File: src/rtl/in_ep_pkg.sv
package in_ep_pkg;

    typedef enum logic [2:0] {
        ST_IDLE   = 3'd0,
        ST_CHECK  = 3'd1,
        ST_STALL  = 3'd2,
        ST_NAK    = 3'd3,
        ST_DATA   = 3'd4,
        ST_WAIT   = 3'd5,
        ST_COMMIT = 3'd6,
        ST_REWIND = 3'd7
    } seq_state_e;

endpackage

File: src/rtl/in_ep_hs_timer.sv
// Handshake timeout: counts bit ticks while run_i is high and
// flags the tick that completes LIMIT of them.
module in_ep_hs_timer #(
    parameter int LIMIT = 18,
    localparam int TW = $clog2(LIMIT + 1)
) (
    input  logic clk,
    input  logic rst_n,
    input  logic run_i,
    input  logic tick_i,
    output logic expire_o
);
    logic [TW-1:0] cnt_d, cnt_q;

    always_comb begin
        cnt_d    = cnt_q;
        expire_o = 1'b0;
        if (!run_i) begin
            cnt_d = '0;
        end else if (tick_i) begin
            if (cnt_q == TW'(LIMIT - 1)) begin
                expire_o = 1'b1;
                cnt_d    = '0;
            end else begin
                cnt_d = cnt_q + 1'b1;
            end
        end
    end

    always_ff @(posedge clk or negedge rst_n) begin
        if (!rst_n) cnt_q <= '0;
        else        cnt_q <= cnt_d;
    end
endmodule

File: src/rtl/in_ep_flags.sv
// Success / failure flags with firmware clear; set has priority.
module in_ep_flags (
    input  logic clk,
    input  logic rst_n,
    input  logic set_ok_i,
    input  logic set_err_i,
    input  logic clr_ok_i,
    input  logic clr_err_i,
    output logic ok_o,
    output logic err_o,
    output logic irq_o
);
    typedef struct packed {
        logic ok;
        logic err;
    } flag_t;

    flag_t flg_d, flg_q;

    always_comb begin
        flg_d = flg_q;
        if (clr_ok_i)  flg_d.ok  = 1'b0;
        if (clr_err_i) flg_d.err = 1'b0;
        if (set_ok_i)  flg_d.ok  = 1'b1;
        if (set_err_i) flg_d.err = 1'b1;
    end

    always_ff @(posedge clk or negedge rst_n) begin
        if (!rst_n) flg_q <= '0;
        else        flg_q <= flg_d;
    end

    assign ok_o  = flg_q.ok;
    assign err_o = flg_q.err;
    assign irq_o = flg_q.ok | flg_q.err;
endmodule

File: src/rtl/in_ep_seq.sv
// Transaction sequencer for one IN endpoint.
module in_ep_seq
    import in_ep_pkg::*;
#(
    parameter int DW           = 8,
    parameter int MAX_PKT      = 64,
    parameter int TIMEOUT_BITS = 18,
    localparam int LW          = $clog2(MAX_PKT + 1)
) (
    input  logic          clk,
    input  logic          rst_n,
    input  logic          tok_in_i,
    input  logic          ack_i,
    input  logic          bit_tick_i,
    input  logic          stall_i,
    input  logic          arm_i,
    input  logic          ts_clr_i,
    input  logic          tf_clr_i,
    input  logic          buf_ready_i,
    input  logic [LW-1:0] buf_len_i,
    input  logic [DW-1:0] buf_data_i,
    input  logic          buf_valid_i,
    output logic          buf_pop_o,
    output logic          lock_o,
    output logic          tx_valid_o,
    output logic [DW-1:0] tx_data_o,
    output logic          tx_last_o,
    output logic          tx_zlp_o,
    output logic          tx_abort_o,
    input  logic          tx_ready_i,
    output logic          hs_valid_o,
    output logic          hs_stall_o,
    output logic          commit_o,
    output logic          rewind_o,
    output logic          ts_flag_o,
    output logic          tf_flag_o,
    output logic          irq_o
);
    localparam logic [LW-1:0] MAX_LEN = LW'(MAX_PKT);

    typedef struct packed {
        seq_state_e      st;
        logic            lock;
        logic            bad;
        logic [LW-1:0]   rem;
    } seq_reg_t;

    seq_reg_t seq_d, seq_q;
    logic     hs_expired;
    logic     wait_run;

    assign wait_run = (seq_q.st == ST_WAIT);

    in_ep_hs_timer #(
        .LIMIT (TIMEOUT_BITS)
    ) u_timer (
        .clk      (clk),
        .rst_n    (rst_n),
        .run_i    (wait_run),
        .tick_i   (bit_tick_i),
        .expire_o (hs_expired)
    );

    in_ep_flags u_flags (
        .clk       (clk),
        .rst_n     (rst_n),
        .set_ok_i  (commit_o),
        .set_err_i (rewind_o),
        .clr_ok_i  (ts_clr_i),
        .clr_err_i (tf_clr_i),
        .ok_o      (ts_flag_o),
        .err_o     (tf_flag_o),
        .irq_o     (irq_o)
    );

    always_comb begin
        seq_d      = seq_q;
        buf_pop_o  = 1'b0;
        tx_valid_o = 1'b0;
        tx_data_o  = '0;
        tx_last_o  = 1'b0;
        tx_zlp_o   = 1'b0;
        tx_abort_o = 1'b0;
        hs_valid_o = 1'b0;
        hs_stall_o = 1'b0;
        commit_o   = 1'b0;
        rewind_o   = 1'b0;

        unique case (seq_q.st)
            ST_IDLE: begin
                if (tok_in_i) seq_d.st = ST_CHECK;
            end
            ST_CHECK: begin
                if (stall_i) begin
                    seq_d.st = ST_STALL;
                end else if (!(seq_q.lock && buf_ready_i)) begin
                    seq_d.st = ST_NAK;
                end else begin
                    seq_d.st  = ST_DATA;
                    seq_d.bad = 1'b0;
                    seq_d.rem = (buf_len_i > MAX_LEN) ? MAX_LEN : buf_len_i;
                end
            end
            ST_STALL: begin
                hs_valid_o = 1'b1;
                hs_stall_o = 1'b1;
                if (tx_ready_i) seq_d.st = ST_IDLE;
            end
            ST_NAK: begin
                hs_valid_o = 1'b1;
                if (tx_ready_i) seq_d.st = ST_IDLE;
            end
            ST_DATA: begin
                if (seq_q.rem == '0) begin
                    tx_valid_o = 1'b1;
                    tx_zlp_o   = 1'b1;
                    tx_last_o  = 1'b1;
                    if (tx_ready_i) seq_d.st = ST_WAIT;
                end else if (!buf_valid_i) begin
                    tx_abort_o = 1'b1;
                    seq_d.bad  = 1'b1;
                    seq_d.st   = ST_WAIT;
                end else begin
                    tx_valid_o = 1'b1;
                    tx_data_o  = buf_data_i;
                    tx_last_o  = (seq_q.rem == LW'(1));
                    if (tx_ready_i) begin
                        buf_pop_o = 1'b1;
                        seq_d.rem = seq_q.rem - 1'b1;
                        if (seq_q.rem == LW'(1)) seq_d.st = ST_WAIT;
                    end
                end
            end
            ST_WAIT: begin
                if (ack_i && !seq_q.bad) seq_d.st = ST_COMMIT;
                else if (hs_expired)     seq_d.st = ST_REWIND;
            end
            ST_COMMIT: begin
                commit_o   = 1'b1;
                seq_d.lock = 1'b0;
                seq_d.st   = ST_IDLE;
            end
            ST_REWIND: begin
                rewind_o = 1'b1;
                seq_d.st = ST_IDLE;
            end
            default: seq_d.st = ST_IDLE;
        endcase

        if (arm_i) seq_d.lock = 1'b1;
    end

    always_ff @(posedge clk or negedge rst_n) begin
        if (!rst_n) begin
            seq_q.st   <= ST_IDLE;
            seq_q.lock <= 1'b0;
            seq_q.bad  <= 1'b0;
            seq_q.rem  <= '0;
        end else begin
            seq_q <= seq_d;
        end
    end

    assign lock_o = seq_q.lock;
endmodule

File: config.mk
export PLATFORM = sky130hd
export DESIGN_NAME = in_ep_seq
export DESIGN_NICKNAME = d
export VERILOG_FILES = /design/src/rtl/in_ep_pkg.sv /design/src/rtl/in_ep_hs_timer.sv /design/src/rtl/in_ep_flags.sv /design/src/rtl/in_ep_seq.sv
export SDC_FILE = /design/constraint.sdc
export NUM_CORES = 1
export LEC_CHECK = 0
export ABC_AREA = 1
export BUFFER_PORTS_ARGS = -buffer_cell sky130_fd_sc_hd__buf_2
export CORE_MARGIN = 4
export CORE_UTILIZATION = 46
export CTS_BUF_LIST = sky130_fd_sc_hd__clkbuf_2
export DETAILED_ROUTE_END_ITERATION = 10
export GPL_ROUTABILITY_DRIVEN = 0
export HOLD_SLACK_MARGIN = 0.12
export PLACE_DENSITY = 0.8
export SYNTH_ARGS = -nofsm -noshare
export SYNTH_HDL_FRONTEND = slang
export SYNTH_SLANG_ARGS = --single-unit
File: constraint.sdc
create_clock -name clk -period 2.2 [get_ports clk]
set_input_delay 0.44 -clock clk [delete_from_list [all_inputs] [get_ports clk]]
set_output_delay 0.44 -clock clk [all_outputs]
set_load 0.01 [all_outputs]
==> metrics.txt, run 1 <==
overflow left after global routing 0; die footprint 0.00395 mm2; distinct cell type count of the synthesized netlist 22; total number of vias about 1500; final routed DRC violation total 0; outcome complete, no violations; required arrival time at the worst endpoint about 1.8 ns; normalized max-slew margin between 70% and 80%; HP Class input port to flip-flop; detailed-route wire length per cell approximately 11 um; starting utilization of the core area 49.3%; pin count of the biggest net entering global routing 20; wire length of the first global-routing pass 5720 um; antenna violations before repair 0; clk slew on worst S/H paths between 0.2 and 0.25 ns; final setup skew between 0.008 and 0.009 ns; critical path endpoint category output port; average cell area after synthesis 6.52 um2; hold violation total from the final report 0; kind of cell adding the most delay to the critical path simple AND/OR/NAND/NOR gates; via count of the first global-routing pass between 1000 and 1500; area of the mapped netlist ~0.0014 mm2; number of nets at the end of the flow a little over 300; series of cell instances along the critical path inv_2 -> nand2_2 -> nor2_4 -> inv_2 -> nand2_4 -> nand2_4 -> nor2_4 -> nand3_2 -> inv_2 -> buf_6; number of rows in the core area 19; master of the slowest instance on the critical path sky130_fd_sc_hd__dfrtp_1; biggest fanout along the worst timing path 3; Die Ht between 60 and 70 um; number of buffers created by CTS 3; Post-DP HPWL approximately 2600 um; total global-route track usage ~17%; arrival time of data at the critical path endpoint ~1.7 ns; Post-Route Hold Slack between 0.2 and 0.3 ns; cell at the root of the clock tree sky130_fd_sc_hd__clkbuf_2; Die X-Extent 62.8 um; number of diodes added for antenna fixing 0; crit start category flip-flop; number of violations of the max-capacitance limit 0; total of warnings raised by yosys 0; fraction of final layout cells sized beyond drive strength 1 between 30 and 40%; time the final worst path needs with I/O delays and setup roughly 2.1 ns; post-synth top area cell sky130_fd_sc_hd__dfrtp_1; synthesis-stage register bit count 19; via-per-instance ratio between 4 and 5; starting DRC count in detailed routing between 80 and 90; Post-DRT Antenna Nets 0; count of final setup violators 0; commonest cells after routing, fill and taps aside 64 x sky130_fd_sc_hd__nand2_1, 46 x sky130_fd_sc_hd__buf_2, 24 x sky130_fd_sc_hd__nor2_1; unrepaired setup endpoints after global routing true; Power per Cell Area about 1100 mW/mm2; portion of the clock cycle consumed by the worst path in the final layout between 90% and 100%; transition time at the pin with the least slew margin between 0.4 and 0.5 ns; instance count of the mapped netlist between 200 and 250; worst supply voltage drop on vdd ~0.75 mV; buffer and inverter count on the worst path 4; number of sinks driven by the clock tree 19; source-to-sink clock delay at the later pin of the worst-skew pair ~0.33 ns; Syn-to-layout area delta 31.2%; Port Buffers 47; Pins Over Slew Limit 0; Max stage delay on crit path roughly 0.48 ns; # IOs between 40 and 50; post-place setup slack 0.235 ns; most used cell along the critical path sky130_fd_sc_hd__inv_2; Filler Cell Count around 250; final core utilization about 65%; Worst Path Class, Setup flip-flop to output port; first-pass iteration count of the detailed router 4; top cell type's share of synthesized area 34.4%; leading cell type in the layout, fill and taps excluded sky130_fd_sc_hd__nand2_1; CTS tree done; highest clock rate between 0.4 and 0.5 GHz; Mapped Nets roughly 240; Worst Slack Setup Final between 0.07 and 0.08 ns; cell leakage power 1.05 nW; largest cells by area after synthesis sky130_fd_sc_hd__dfrtp_1 34%, sky130_fd_sc_hd__nand2_1 18%, sky130_fd_sc_hd__nand3_1 8.0%; buffers from clock root to sink, at most 2; core footprint between 0.002 and 0.003 mm2; H-tree levels 1; Routed WL about 3500 um; sequential-to-total area share from yosys stat between 30% and 40%
==> kinds of logic after synthesis <==
family	synth area share, %
buf+inv	10.7
compound gates	9.59
simple gates	39.5
xor+xnor	1.27
fa+ha+maj	4.52
flops	34.4
==> final cells by class <==
| type | count | area [um2] | share of cell area, % |
|---|---|---|---|
| Multi-Input combinational cell | 158 | 821 | 45.2 |
| Sequential cell | 19 | 478 | 26.3 |
| Timing Repair Buffer | 58 | 327 | 18.0 |
| Inverter | 32 | 128 | 7.03 |
| Tap cell | 31 | 38.8 | 2.14 |
| Clock buffer | 3 | 15.0 | 0.828 |
| Clock inverter | 1 | 7.51 | 0.414 |
==> power by group <==
part	leakage [nW]	switching, mW	internal (mW)
combinational	0.792	0.799	0.511
clock	0.0126	0.125	0.0423
sequential	0.245	0.125	0.458
total	1.05	1.05	1.01
==> metrics by stage <==
step / power (mW) / setup TNS (ns) / instance area, um2 / cells
after floorplan: 1.39 / 0 / 1380 / 212
after global placement: 1.61 / 0 / 1640 / 288
after detailed placement: 1.63 / 0 / 1640 / 288
after CTS: 1.87 / 0 / 1710 / 297
after global routing: 2.28 / -0.101 / 1810 / 302
final: 2.06 / 0 / 1810 / 302
==> cell usage after synthesis <==
cell,count
sky130_fd_sc_hd__buf_6,2
sky130_fd_sc_hd__nand3_1,22
sky130_fd_sc_hd__o21bai_1,2
sky130_fd_sc_hd__nand2_2,2
sky130_fd_sc_hd__nor2_1,27
sky130_fd_sc_hd__nand4_1,1
sky130_fd_sc_hd__nand3_2,2
sky130_fd_sc_hd__ha_1,5
sky130_fd_sc_hd__o21ai_1,5
sky130_fd_sc_hd__o22ai_1,4
sky130_fd_sc_hd__inv_2,3
sky130_fd_sc_hd__nor3_1,2
sky130_fd_sc_hd__nor2_4,2
sky130_fd_sc_hd__dfrtp_1,19
sky130_fd_sc_hd__inv_1,29
sky130_fd_sc_hd__a21oi_1,3
sky130_fd_sc_hd__o31ai_1,1
sky130_fd_sc_hd__xor2_1,2
sky130_fd_sc_hd__nand2_1,67
sky130_fd_sc_hd__buf_2,1
sky130_fd_sc_hd__o21ai_0,9
sky130_fd_sc_hd__nor2_2,2
==> registers in the layout, indices dropped and copies added, names as in the netlist <==
register and count:
u_flags.ok_o 1, lock_o 1, u_timer.cnt_q 5, seq_q 11, u_flags.err_o 1
==> final timing paths <==
check | startpoint | endpoint | slack (ns) | cells past startpoint
worst max register to register | seq_q[0]$_DFFE_PN0P_ | seq_q[9]$_DFFE_PN0P_ | 0.70 | 10
min in group asynchronous | rst_n | u_timer.cnt_q[2]$_DFFE_PN0P_ | 0.54 | 2
worst min-delay path | ts_clr_i | u_flags.ok_o$_DFFE_PN0P_ | 0.26 | 2
max in group asynchronous | rst_n | seq_q[9]$_DFFE_PN0P_ | 1.35 | 2
worst max-delay path | seq_q[10]$_DFFE_PN0P_ | tx_abort_o | 0.07 | 10
worst min register to register | seq_q[7]$_DFFE_PN0P_ | seq_q[7]$_DFFE_PN0P_ | 0.52 | 2
==> worst register-to-register path: stages, from the launching register on <==
cell	delay (ns)
sky130_fd_sc_hd__dfrtp_1	0.43
sky130_fd_sc_hd__inv_2	0.09
sky130_fd_sc_hd__ha_1	0.18
sky130_fd_sc_hd__nand2_1	0.07
sky130_fd_sc_hd__nor2_2	0.13
sky130_fd_sc_hd__buf_4	0.19
sky130_fd_sc_hd__nand3_1	0.07
sky130_fd_sc_hd__nand2_1	0.10
sky130_fd_sc_hd__nor2_1	0.06
sky130_fd_sc_hd__nand2_1	0.05
sky130_fd_sc_hd__nand2_1	0.05
==> routing by layer <==
layer  track usage [%]  share of wire, %  vias to the layer above
met5                 0                 0                        -
met4              3.31               1.4                        0
met3              4.68               6.4                        6
met2              30.0                51                       48
met1              21.6                42                      666
li1                  -                 -                      784
==> timing repair <==
item                                    CTS  global route
endpoints found under the setup margin    1             8
resized for setup                         7            20
buffers inserted                          4             5
hold buffers                              1             0
hold endpoints to repair                 19             0
pin swaps                                 1             4
No activity file was read; power rests on OpenSTA's default activity.
==> run 2: changes to the inputs <==
--- a/config.mk
+++ b/config.mk
@@ -7,13 +7,14 @@
 export LEC_CHECK = 0
 export ABC_AREA = 1
 export BUFFER_PORTS_ARGS = -buffer_cell sky130_fd_sc_hd__buf_2
+export CELL_PAD_IN_SITES_DETAIL_PLACEMENT = 1
+export CELL_PAD_IN_SITES_GLOBAL_PLACEMENT = 1
 export CORE_MARGIN = 4
-export CORE_UTILIZATION = 46
+export CORE_UTILIZATION = 38
 export CTS_BUF_LIST = sky130_fd_sc_hd__clkbuf_2
 export DETAILED_ROUTE_END_ITERATION = 10
-export GPL_ROUTABILITY_DRIVEN = 0
 export HOLD_SLACK_MARGIN = 0.12
-export PLACE_DENSITY = 0.8
+export PLACE_DENSITY = 0.94
 export SYNTH_ARGS = -nofsm -noshare
 export SYNTH_HDL_FRONTEND = slang
 export SYNTH_SLANG_ARGS = --single-unit
==> run 2 against run 1 <==
Net effect: critical path depth decreased by 1; hold slack got worse by 0.010 ns; register-to-register slack got worse by 0.19 ns; power increased by 24%; sequential power about the same; largest power group unchanged.
==> metrics.txt, run 2 (synthesis results as in run 1) <==
number of rows in the core area 21 (+2); Pins Over Slew Limit 0 (unchanged); Port Buffers 47 (unchanged); register containing the most flip-flops in the final layout seq_q; fraction of final layout cells sized beyond drive strength 1 39.0% (+6.5 points); start of the worst register-to-register path seq_q[1]$_DFFE_PN0P_; cell at the root of the clock tree sky130_fd_sc_hd__clkbuf_2; antenna violations before repair 0 (unchanged); number of buffers created by CTS 3 (unchanged); flip-flop and latch area 479 um2 (+0.26%); hold violation total from the final report 0 (unchanged); flip-flop count of the largest register, all copies and words added 11 (unchanged); final weighted congestion in routability-driven placement between 0.7 and 0.8; Final Non-Filler Cells 336 (+11%); clk slew on worst S/H paths 0.23 ns (+0.02 ns); final routed DRC violation total 0 (unchanged); starting utilization of the core area 40.5% (-8.8 points); biggest fanout along the worst timing path 5 (+2); worst setup slack for register-to-register paths 0.51 ns (-0.19 ns); Power per Cell Area 1260 mW/mm2 (+11%); Placement Cell Area 0.00166 mm2 (+1.1%); crit start category flip-flop; leading cell type in the layout, fill and taps excluded sky130_fd_sc_hd__nand2_1; detailed-route wire length per cell 17.3 um (+51%); # IOs 48 (unchanged); count of placed standard cells including taps 303 (+5.2%); Worst Path Class, Setup flip-flop to output port; Post-Route Hold Slack 0.246 ns (-0.0100 ns); total area of multi-input combinational cells 866 um2 (+5.5%); Routed WL 5810 um (+68%); CTS tree done; outcome complete, no violations; Critical Path Sink tx_abort_o; H-tree levels 1 (unchanged); count of final setup violators 0 (unchanged); number of nets at the end of the flow 323 (+6.3%); Filler Cell Count 459 (+81%); total number of vias 1741 (+16%); source-to-sink clock delay at the later pin of the worst-skew pair 0.36 ns (+0.03 ns); Syn-to-layout area delta 47.2%; area of all placed cells without fillers 0.00204 mm2 (+12%); portion of the clock cycle consumed by the worst path in the final layout 99.8% (+3.2 points); number of violations of the max-capacitance limit 0 (unchanged); normalized max-slew margin 69.2% (-2.1 points); Die Ht 68.3 um (+8.7%); startpoint of the worst setup timing path seq_q[2]$_DFFE_PN0P_; via count of the first global-routing pass 1725 (+26%); worst supply voltage drop on vdd 0.656 mV (-13%); number of diodes added for antenna fixing 0 (unchanged); transition time at the pin with the least slew margin 0.463 ns (+0.0309 ns); via-per-instance ratio 5.18 (+4.0%); HP Class input port to flip-flop; pin count of the biggest net entering global routing 20 (unchanged); Post-DRT Antenna Nets 0 (unchanged); arrival time of data at the critical path endpoint 1.76 ns (+0.07 ns); largest registers seq_q: 11 flops, u_timer.cnt_q: 5 flops; required arrival time at the worst endpoint 1.76 ns (about the same); commonest cells after routing, fill and taps aside 62 x sky130_fd_sc_hd__nand2_1, 46 x sky130_fd_sc_hd__buf_2, 25 x sky130_fd_sc_hd__buf_4; unrepaired setup endpoints after global routing true; time the final worst path needs with I/O delays and setup 2.20 ns (+0.0703 ns); wire length of the first global-routing pass 8080 um (+41%); first-pass iteration count of the detailed router 4 (unchanged); critical path endpoint category output port; cell depth of the worst flop-to-flop path 11 (+1); buffers from clock root to sink, at most 2 (unchanged); overflow left after global routing 0 (unchanged); cell leakage power 1.17 nW (+11%); final setup skew 0.0101 ns (+0.00191 ns); core footprint 0.00342 mm2 (+22%); Post-DP HPWL 3330 um (+31%); starting DRC count in detailed routing 72 (-13%); highest clock rate 0.455 GHz (-3.2%); die footprint 0.00467 mm2 (+18%); number of sinks driven by the clock tree 19 (unchanged); Die X-Extent 68.3 um (+8.7%); Critical R2R Capture seq_q[0]$_DFFE_PN0P_; total global-route track usage 23.6% (+6.3 points); summed negative setup slack over all endpoints 0 ns (unchanged)
[run 2: area by class of cell]
type | instances | share of cell area (%)
clock buffer | 3 | 0.738
clock inverter | 1 | 0.369
inverter | 32 | 6.52
multi-input combinational | 158 | 42.5
sequential | 19 | 23.5
tap | 46 | 2.83
timing repair buffer | 76 | 23.2
timing repair inverter | 1 | 0.246
[run 2: power breakdown]
| group | internal (mW) | total [mW] | switching, mW |
|---|---|---|---|
| logic | 0.728 | 1.80 | 1.07 |
| clock network | 0.0422 | 0.181 | 0.139 |
| registers | 0.460 | 0.587 | 0.127 |
| total | 1.23 | 2.56 | 1.33 |
[run 2: per-stage QoR]
stage	setup slack [ns]	power [mW]	util, %
floorplan	0.483	1.39	-
global placement	0.284	1.64	48.5
detailed placement	0.208	1.69	48.5
CTS	0.00194	2.11	53.5
global route	-0.109	2.78	59.6
finish	0.00369	2.56	59.6
[run 2: worst min-delay path by stage]
stage	end	depth (start not counted)	slack, ns	from
after floorplan	lock_o$_DFFE_PN0P_	0	0.14	rst_n
after global placement	seq_q[4]$_DFFE_PN0P_	1	0.41	rst_n
after CTS	u_flags.ok_o$_DFFE_PN0P_	2	0.22	ts_clr_i
after detailed placement	seq_q[4]$_DFFE_PN0P_	1	0.42	rst_n
after global routing	u_flags.err_o$_DFFE_PN0P_	2	0.20	tf_clr_i
final	u_flags.ok_o$_DFFE_PN0P_	2	0.25	ts_clr_i
[run 2: what timing repair did]
item / CTS / global route
hold endpoints to repair: 19 / 0
gates resized for setup: 14 / 31
setup endpoints to repair: 13 / 13
setup buffers: 14 / 13
hold buffers: 1 / 0
cloned: 0 / 1
pin swaps: 6 / 12
[run 2: worst max-delay path, cell delays in order, from the launching register on]
cell	delay, ns
sky130_fd_sc_hd__dfrtp_1	0.49
sky130_fd_sc_hd__nor2_2	0.24
sky130_fd_sc_hd__nand2_4	0.08
sky130_fd_sc_hd__nor2_4	0.13
sky130_fd_sc_hd__nand2_4	0.08
sky130_fd_sc_hd__inv_2	0.09
sky130_fd_sc_hd__nor2_4	0.05
sky130_fd_sc_hd__nand3_2	0.09
sky130_fd_sc_hd__inv_2	0.04
sky130_fd_sc_hd__buf_6	0.11
[run 2: per-layer routing]
metal  global-route usage [%]  wire [um]
met3                     4.43        221
met4                     9.43        258
met1                     25.5       2180
met2                     44.4       3160
met5                        0          0
